## config.mk

```make
export PLATFORM = sky130hd
export DESIGN_NAME = ahb_lane_mem
export DESIGN_NICKNAME = d
export VERILOG_FILES = /design/src/rtl/ahb_lane_pkg.sv /design/src/rtl/ahb_lane_decode.sv /design/src/rtl/ahb_lane_resp.sv /design/src/rtl/ahb_lane_store.sv /design/src/rtl/ahb_lane_mem.sv
export SDC_FILE = /design/constraint.sdc
export NUM_CORES = 1
export LEC_CHECK = 0
export BUFFER_PORTS_ARGS = -buffer_cell sky130_fd_sc_hd__clkbuf_2
export CAP_MARGIN = 20
export CELL_PAD_IN_SITES_DETAIL_PLACEMENT = 0
export CELL_PAD_IN_SITES_GLOBAL_PLACEMENT = 1
export CORE_MARGIN = 2
export CORE_UTILIZATION = 50
export DETAILED_ROUTE_END_ITERATION = 16
export PLACE_DENSITY_LB_ADDON = 0.15
export SYNTH_ARGS = -nofsm -noshare
export SYNTH_HDL_FRONTEND = slang
export SYNTH_SLANG_ARGS = --single-unit
export TNS_END_PERCENT = 5
```

## constraint.sdc

```tcl
create_clock -name clk_i -period 2.34 [get_ports clk_i]
set_input_delay 0.234 -clock clk_i [delete_from_list [all_inputs] [get_ports clk_i]]
set_output_delay 0.234 -clock clk_i [all_outputs]
set_load 0.02 [all_outputs]
```

## src/rtl/ahb_lane_pkg.sv

```systemverilog
package ahb_lane_pkg;
  localparam int unsigned BUS_W  = 32;
  localparam int unsigned LANES  = BUS_W / 8;

  localparam logic [1:0] TR_IDLE   = 2'd0;
  localparam logic [1:0] TR_BUSY   = 2'd1;
  localparam logic [1:0] TR_NONSEQ = 2'd2;
  localparam logic [1:0] TR_SEQ    = 2'd3;

  typedef enum logic [1:0] {
    RSP_OKAY = 2'd0,
    RSP_ERR1 = 2'd1,
    RSP_ERR2 = 2'd2
  } rsp_state_e;

  function automatic logic misaligned(input logic [2:0] size, input logic [1:0] off);
    case (size)
      3'd1:    return off[0];
      3'd2:    return off != 2'b00;
      default: return 1'b0;
    endcase
  endfunction

  function automatic logic [LANES-1:0] lane_mask(input logic [2:0] size, input logic [1:0] off);
    case (size)
      3'd0:    return LANES'(1) << off;
      3'd1:    return off[1] ? 4'b1100 : 4'b0011;
      default: return '1;
    endcase
  endfunction
endpackage

```

## src/rtl/ahb_lane_decode.sv

```systemverilog
module ahb_lane_decode
  import ahb_lane_pkg::*;
#(
  parameter logic [2:0] SIZE_EN = 3'b111
) (
  input  logic [1:0]       off_i,
  input  logic [2:0]       size_i,
  input  logic [1:0]       trans_i,
  output logic             active_o,
  output logic             mis_o,
  output logic             reject_o,
  output logic [LANES-1:0] mask_o
);
  logic supported;

  always_comb begin
    active_o  = (trans_i == TR_NONSEQ) || (trans_i == TR_SEQ);
    mis_o     = misaligned(size_i, off_i);
    supported = (size_i < 3'd3) && SIZE_EN[size_i[1:0]];
    reject_o  = active_o && (mis_o || !supported);
    mask_o    = lane_mask(size_i, off_i);
  end
endmodule

```

## src/rtl/ahb_lane_resp.sv

```systemverilog
module ahb_lane_resp
  import ahb_lane_pkg::*;
(
  input  logic clk_i,
  input  logic rst_ni,
  input  logic err_start_i,
  output logic hreadyout_o,
  output logic hresp_o
);
  rsp_state_e state_q, state_d;

  always_comb begin
    state_d = state_q;
    case (state_q)
      RSP_OKAY: if (err_start_i) state_d = RSP_ERR1;
      RSP_ERR1: state_d = RSP_ERR2;
      RSP_ERR2: state_d = err_start_i ? RSP_ERR1 : RSP_OKAY;
      default:  state_d = RSP_OKAY;
    endcase
  end

  always_ff @(posedge clk_i or negedge rst_ni) begin
    if (!rst_ni) state_q <= RSP_OKAY;
    else         state_q <= state_d;
  end

  assign hreadyout_o = state_q != RSP_ERR1;
  assign hresp_o     = state_q != RSP_OKAY;
endmodule

```

## src/rtl/ahb_lane_store.sv

```systemverilog
module ahb_lane_store
  import ahb_lane_pkg::*;
#(
  parameter int unsigned DEPTH = 16,
  localparam int unsigned AW   = $clog2(DEPTH)
) (
  input  logic             clk_i,
  input  logic             rst_ni,
  input  logic             wr_en_i,
  input  logic [AW-1:0]    wr_idx_i,
  input  logic [LANES-1:0] wr_mask_i,
  input  logic [BUS_W-1:0] wr_data_i,
  input  logic [AW-1:0]    rd_idx_i,
  output logic [BUS_W-1:0] rd_data_o
);
  for (genvar l = 0; l < LANES; l++) begin : g_lane
    logic [7:0] bank [DEPTH];

    always_ff @(posedge clk_i or negedge rst_ni) begin
      if (!rst_ni) begin
        for (int i = 0; i < DEPTH; i++) bank[i] <= '0;
      end else if (wr_en_i && wr_mask_i[l]) begin
        bank[wr_idx_i] <= wr_data_i[8*l +: 8];
      end
    end

    assign rd_data_o[8*l +: 8] = bank[rd_idx_i];
  end
endmodule

```

## src/rtl/ahb_lane_mem.sv

```systemverilog
module ahb_lane_mem
  import ahb_lane_pkg::*;
#(
  parameter int unsigned DEPTH   = 16,
  parameter logic [2:0]  SIZE_EN = 3'b111,
  localparam int unsigned AW     = $clog2(DEPTH)
) (
  input  logic              clk_i,
  input  logic              rst_ni,
  input  logic [31:0]       haddr_i,
  input  logic [2:0]        hsize_i,
  input  logic [2:0]        hburst_i,
  input  logic [1:0]        htrans_i,
  input  logic              hwrite_i,
  input  logic [BUS_W-1:0]  hwdata_i,
  input  logic              hready_i,
  output logic [BUS_W-1:0]  hrdata_o,
  output logic              hreadyout_o,
  output logic              hresp_o,
  output logic              misalign_o
);
  logic             active, mis, reject;
  logic [LANES-1:0] mask;
  logic             accept;

  logic             dp_wr_q, dp_rd_q;
  logic [AW-1:0]    dp_idx_q;
  logic [LANES-1:0] dp_mask_q;
  logic [BUS_W-1:0] rd_word;

  logic unused_bits;
  assign unused_bits = ^{hburst_i, haddr_i[31:AW+2]};

  ahb_lane_decode #(.SIZE_EN(SIZE_EN)) u_decode (
    .off_i    (haddr_i[1:0]),
    .size_i   (hsize_i),
    .trans_i  (htrans_i),
    .active_o (active),
    .mis_o    (mis),
    .reject_o (reject),
    .mask_o   (mask)
  );

  assign accept = hready_i && active && !reject;

  ahb_lane_resp u_resp (
    .clk_i       (clk_i),
    .rst_ni      (rst_ni),
    .err_start_i (hready_i && reject),
    .hreadyout_o (hreadyout_o),
    .hresp_o     (hresp_o)
  );

  // data-phase controls; held while the bus is stalled
  always_ff @(posedge clk_i or negedge rst_ni) begin
    if (!rst_ni) begin
      dp_wr_q    <= 1'b0;
      dp_rd_q    <= 1'b0;
      dp_idx_q   <= '0;
      dp_mask_q  <= '0;
      misalign_o <= 1'b0;
    end else begin
      misalign_o <= hready_i && mis;
      if (hready_i) begin
        dp_wr_q   <= accept && hwrite_i;
        dp_rd_q   <= accept && !hwrite_i;
        dp_idx_q  <= haddr_i[AW+1:2];
        dp_mask_q <= mask;
      end
    end
  end

  ahb_lane_store #(.DEPTH(DEPTH)) u_store (
    .clk_i     (clk_i),
    .rst_ni    (rst_ni),
    .wr_en_i   (dp_wr_q && hready_i),
    .wr_idx_i  (dp_idx_q),
    .wr_mask_i (dp_mask_q),
    .wr_data_i (hwdata_i),
    .rd_idx_i  (dp_idx_q),
    .rd_data_o (rd_word)
  );

  assign hrdata_o = dp_rd_q ? rd_word : '0;
endmodule

```

==> results of run 1 <==
## report_power, final
part | total, mW | internal, mW | switching (mW)
clock | 8.77 | 5.25 | 3.52
combinational | 2.58 | 1.34 | 1.24
sequential | 10.1 | 9.73 | 0.337
total | 21.4 | 16.3 | 5.10
## cell type report
type,instances,area (um^2)
antenna,1,2.50
clock buffer,91,1780
clock inverter,6,55.1
fill,3694,18900
inverter,3,11.3
multi-input combinational,961,10700
sequential,525,13100
tap,615,769
timing repair buffer,223,2150
## routing by layer
layer	vias up	wire (um)
li1	6353	-
met1	7739	27400
met2	264	27600
met3	83	2310
met4	0	1450
met5	-	0
## kinds of logic after synthesis
kind of cell	count (synthesis)	synth area share, %
buffers and inverters	108	2.01
and+or+nand+nor	111	2.84
DFF	525	54.8
muxes	708	35.9
AOI/OAI and AO/OA	142	4.37
## cell usage in the layout, fill, tap and decap left out, types with 4 or more instances in the layout
cell type / netlist / final
clkbuf_2: 0 / 56
clkbuf_16: 0 / 60
clkbuf_8: 0 / 23
o21ai_0: 4 / 4
o31ai_1: 32 / 18
a22oi_1: 32 / 4
dfrtp_1: 525 / 522
buf_16: 0 / 5
buf_4: 11 / 90
o22ai_1: 33 / 26
a21oi_1: 4 / 4
buf_12: 0 / 29
o22ai_2: 0 / 6
nor2_1: 7 / 6
nand2_1: 46 / 43
nor2_2: 20 / 20
buf_6: 0 / 8
buf_2: 28 / 13
clkinv_2: 0 / 5
mux2i_1: 64 / 63
dlygate4sd3_1: 0 / 14
o31ai_2: 0 / 12
mux2_1: 21 / 21
and3_1: 5 / 4
nand3_1: 5 / 5
clkbuf_1: 63 / 11
nand2_2: 1 / 4
mux4_2: 64 / 64
a22oi_2: 0 / 28
a22o_1: 32 / 32
mux2_2: 559 / 559
## worst max-delay path, stage by stage, from the launching register on
cell	delay, ps
dfrtp_4	530
buf_6	160
buf_8	130
clkbuf_16	170
mux2i_1	120
a22o_1	230
o31ai_2	340
clkbuf_2	240
## metrics by stage
stage / power (mW) / setup TNS [ps]
2_1_floorplan: 11.7 / 0
3_3_place_gp: 12.5 / 0
3_5_place_dp: 12.6 / -184
4_1_cts: 21.5 / -13830
5_1_grt: 22.3 / -14150
6_report: 21.4 / -11530
## path summary, 6_finish.rpt
| kind | from | to | cells after the start |
|---|---|---|---|
| hold / removal | hsize_i[0] | dp_mask_q[1] | 3 |
| setup reg to reg | dp_idx_q[0] | u_store.g_lane[1].bank[60] | 5 |
| hold reg to reg | u_resp.state_q[1] | u_resp.state_q[1] | 1 |
| min in group asynchronous | rst_ni | u_store.g_lane[3].bank[32] | 2 |
| setup / recovery | dp_idx_q[0] | hrdata_o[3] | 7 |
| max in group asynchronous | rst_ni | u_store.g_lane[0].bank[85] | 3 |
## what timing repair did
action                     CTS  global route
pin swaps                    1            16
resized for setup           23            91
hold endpoints to repair   360             0
setup endpoints to repair   40            63
gates cloned                 3             4
hold buffers                14             0
setup buffers                1             7
## sequential cells by signal, summed over array words and instances, names as in the netlist
name and count:
dp_idx_q 4, dp_mask_q 4, dp_rd_q 1, dp_wr_q 1, misalign_o 1, u_resp.state_q 2
u_store.g_lane.bank 512
## Yosys cell counts (all sizes together)
library cell    n
clkbuf         63
o31ai          32
nand4           1
or2             1
nor2           27
buf            42
a21oi           4
o41ai           1
nor2b           3
and3b           2
nor4            1
inv             3
nand3           5
dfrtp         525
a22o           32
nor4b           4
and3            5
o21ai           4
mux2i          64
o32ai           1
nor3b           1
nor4bb          4
nand2          47
mux2          580
o21bai          1
nand4b          4
and4bb          2
o21a            2
a22oi          32
o22ai          33
nand2b          4
mux4           64
==> impl_results.md, run 1 <==
* Hold crit path type: input port to register
* WL/cell at between 20 and 25 um
* PD cells at around 750 nW/um^2
* Initial core utilization at between 50% and 60%
* Clk_lat worst skew at 600 ps
* Rel. slew slack at 55.6%
* GRT Max-Usage Layer: met2
* Synth area leaders: dfrtp_1 55%, mux2_2 26%, mux4_2 6.0%
* Dpl hpwl at 36800 um
* Placed Cells at 2298
* Initial antenna violation count at 2
* Crit Path Max Fanout at 7
* Row Count at 80
* CTS sink count at 525
* Crit Path Class: register to output port
* Setup WS post-layout at -418 ps
* Die width at 223 um
* Final core utilization at 60.2%
* Max IR drop VDD at 0.592 mV
* Fin crit share at 118%
* RSZ-0062 raised after global routing: true
* DIE AREA at 49700 um^2
* Final Slew Violations at 0
* Root Buffer: clkbuf_16
* I/O Pins at 111
* GRT met2 Usage at between 30% and 40%
* Worst EP arrival at 2520 ps
* Via density at about 6
* Final Hold Fails at 0
* GP Congestion at around 0.78
* Detailed Route Iter0 Violations at 829
* Post-synthesis instance area at 24000 um^2
* Fraction of layout cells with a size suffix above 1 at 56.2%
* DRT Pass-1 Iters at 7
* Met1 GRT Util at 34.6%
* CTS tree: yes
* Die span in y at 223 um
* Post-layout instance area at 28600 um^2
* Mean Syn Cell Area at 15.0 um^2
* R2R Setup Slk at ~20 ps
* Static Leak at 14.0 nW
* Yosys cell types at 38
* Synth Register Bits at 525
* Gr usage total at 23.9%
* Post-synthesis sequential area ratio at 54.8%
* Placeable Area at 47500 um^2
* Nets at 1845
* CP endpoint kind: output port
* Area post-placement at 25900 um^2
* Worst EP required at roughly 2100 ps
* Syn. warnings at 0
* Post-Place Worst Slack at -29.8 ps
* Max-Cap Viols at 0
* Final setup violation count at 32
* Pin count of the biggest net entering global routing at 113
* Fmax at around 360 MHz
* Overflow after GRT at 0
* # DRC at 0
* CTS max path bufs at 3
* Vias in the first global route at 15000
* Via Count at 14400
* Area growth syn-to-layout at 19.4%
* Post-layout minimum cycle time at 2760 ps
* Hold slack at 43.7 ps
* Area fraction of the dominant cell type after synthesis at a little over half
* Clk slew on worst S/H paths at 60 ps
* Cell taking the most area after synthesis: dfrtp_1
* Final clock skew at 11.8 ps
* CP startpoint kind: register
* Buffers on Ports at 80
* Violated checks: setup timing
* Syn Nets at 1670
* Non-Filler Instances at 2425
* Slew of the pin with the lowest slew margin at ~670 ps
* Post-DRT Antenna Nets at 0
* Outcome: complete, but fails checks
* Num CTS Buffers at 55
* Met3 Track Usage GR at 3.81%
* First-pass GRT wire length at 90300 um
* Number of H-tree levels at 2
* Final WL at 58700 um
* Post-Syn Instances at 1594
No activity file was read; power rests on OpenSTA's default activity.
==> run 2, diff against run 1 <==
--- a/config.mk
+++ b/config.mk
@@ -7,7 +7,7 @@
 export LEC_CHECK = 0
 export BUFFER_PORTS_ARGS = -buffer_cell sky130_fd_sc_hd__clkbuf_2
 export CAP_MARGIN = 20
-export CELL_PAD_IN_SITES_DETAIL_PLACEMENT = 0
+export CELL_PAD_IN_SITES_DETAIL_PLACEMENT = 1
 export CELL_PAD_IN_SITES_GLOBAL_PLACEMENT = 1
 export CORE_MARGIN = 2
 export CORE_UTILIZATION = 50
==> impl_results.md, run 2 (synthesis gave the netlist of run 1 again) <==
* Clk slew on worst S/H paths at 60 ps
* Final Hold Fails at 0
* Wire length on met3 at 2480 um
* Reg2reg start: dp_idx_q[0]
* Register area at 13100 um^2
* Buf+Inv Stages, Crit Path at 3
* Num CTS Buffers at 56
* Number of H-tree levels at 2
* Dpl hpwl at a little under 40000 um
* Fillers at around 4300
* Static Leak at 14.0 nW
* CP endpoint kind: output port
* Max stage delay cell, worst path: mux4_2
* GP Congestion at slightly below 0.8
* Detailed Route Iter0 Violations at 906
* Area growth syn-to-layout at 19.4%
* Final Slew Violations at 0
* Non-Filler Instances at 2429
* RSZ-0062 raised after global routing: true
* Hold slack at about 48 ps
* Hold crit path type: input port to register
* Worst EP required at 2110 ps
* DIE AREA at 49700 um^2
* Most flop-heavy register: u_store.g_lane.bank
* Most frequent cells in the layout: 559 x mux2_2, 521 x dfrtp_1, 88 x buf_4
* Via density at around 6
* Area of the multi-input gates at roughly 11000 um^2
* Slowest Stage Delay on Critical Path at 530 ps
* Fmax at 357 MHz
* Worst EP arrival at 2570 ps
* WL/cell at about 26 um
* Max-Cap Viols at 0
* Delay-heaviest family, CP: buffers and inverters
* Fin crit share at 120%
* Initial antenna violation count at 3
* Nets at ~1800
* Routed wl met2 at 31700 um
* CTS sink count at between 500 and 600
* CP cell instances: buf_12 > buf_4 > mux4_2 > a22oi_2 > o31ai_4 > clkbuf_4
* Placed Cells at 2298
* Reg2Reg Depth at 7
* DRT Pass-1 Iters at 5
* Outcome: complete, but fails checks
* PD cells at around 760 nW/um^2
* Fraction of layout cells with a size suffix above 1 at 55.9%
* Final core utilization at between 60% and 70%
* CTS max path bufs at 3
* Crit Path Max Fanout at 9
* Buffers on Ports at 80
* Final WL at 64000 um
* Most common cell after layout, fill and taps aside: mux2_2
* Setup crit start: dp_idx_q[0]
* Placeable Area at 47500 um^2
* Row Count at 80
* I/O Pins at 111
* Max IR drop VDD at 0.822 mV
* Vias in the first global route at around 16000
* CP startpoint kind: register
* Pin count of the biggest net entering global routing at 113
* Rel. slew slack at 56.5%
* Slew of the pin with the lowest slew margin at 653 ps
* Gr usage total at 26.7%
* Reg2reg end: u_store.g_lane[2].bank[111]
* # DRC at 0
* Setup WS post-layout at -461 ps
* First-pass GRT wire length at between 100000 and 150000 um
* Final setup violation count at 32
* Violated checks: setup timing
* Post-layout minimum cycle time at about 2800 ps
* Worst path depth at 6
* Final clock skew at 19.8 ps
* Post-DRT Antenna Nets at 0
* Overflow after GRT at 0
* Root Buffer: clkbuf_16
* R2R Setup Slk at 40 ps
* Worst setup path end: hrdata_o[3]
* Largest regs: u_store.g_lane.bank x512, dp_idx_q x4, dp_mask_q x4
* Highest Signal Layer: met4
* Max FFs per register at 512
* Die width at between 200 and 250 um
* CTS tree: yes
* Via Count at 14600
* Clk_lat worst skew at 610 ps
* Initial core utilization at 50.4%
* Crit Path Class: register to output port
* M1 WL at 28600 um
* Die span in y at 223 um
run 2: cell types whose count changed in the layout (fill, tap and decap cells not counted), moves of 3 or more:
cell and delta:
buf_2 -4, clkbuf_1 +7, clkbuf_16 -3, clkbuf_8 -7, buf_16 +5, o22ai_1 +5, bufinv_16 +4, buf_6 -4
o22ai_2 -4, dlygate4sd3_1 -3, clkbuf_2 +3, clkbuf_4 +6
run 2: layout make-up:
| class | count | share of cell area (%) |
|---|---|---|
| flip-flops and latches | 525 | 46.0 |
| inverters | 3 | 0.0394 |
| clock inverters | 11 | 0.630 |
| well taps | 615 | 2.69 |
| clock buffers | 91 | 5.99 |
| diodes | 3 | 0.0262 |
| repair buffers | 220 | 7.48 |
| multi-input cells | 961 | 37.2 |
run 2: metal layers:
layer,vias up,global-route usage [%]
met5,-,0
met4,0,7.21
met3,89,4.60
met2,241,44.4
met1,7929,36.3
li1,6338,-
run 2: how the worst min path moves through the flow:
stage	startpoint	to	slack, ps	cells past startpoint
global route	haddr_i[0]	dp_mask_q[1]	50	3
floorplan	rst_ni	dp_idx_q[0]	-60	0
finish	haddr_i[0]	dp_mask_q[1]	50	3
detailed placement	rst_ni	u_store.g_lane[3].bank[32]	100	1
global placement	rst_ni	u_store.g_lane[3].bank[40]	100	1
CTS	hsize_i[1]	dp_mask_q[1]	3	3
run 2: power breakdown:
group / internal (mW) / switching (mW) / total [mW]
Sequential: 9.73 / 0.365 / 10.1
Clock: 5.52 / 3.62 / 9.13
Combinational: 1.33 / 1.29 / 2.62
run 2: repair_timing:
action                                  CTS  global route
cloned                                    7             0
setup buffers                             8             0
hold buffers                             11             0
pin swaps                                13             8
hold endpoints to repair                351             0
resized for setup                        73            27
endpoints found under the setup margin   57            74
run 2: metrics by stage:
| stage | TNS [ps] | area, um^2 | power (mW) | worst slack [ps] |
|---|---|---|---|---|
| floorplan | 0 | 24000 | 11.7 | 318 |
| global placement | 0 | 25900 | 12.5 | 50.0 |
| detailed placement | -265 | 25900 | 12.6 | -45.6 |
| CTS | -12570 | 28500 | 22.0 | -455 |
| global route | -14840 | 28600 | 22.7 | -524 |
| finish | -12050 | 28600 | 21.9 | -461 |
run 2: worst reg2reg max path: cells and delay by family, from the launching register on:
family        cells  cell delay [ps]
buf+inv           4              770
simple gates      2              590
flops             1              530
mux               1              280
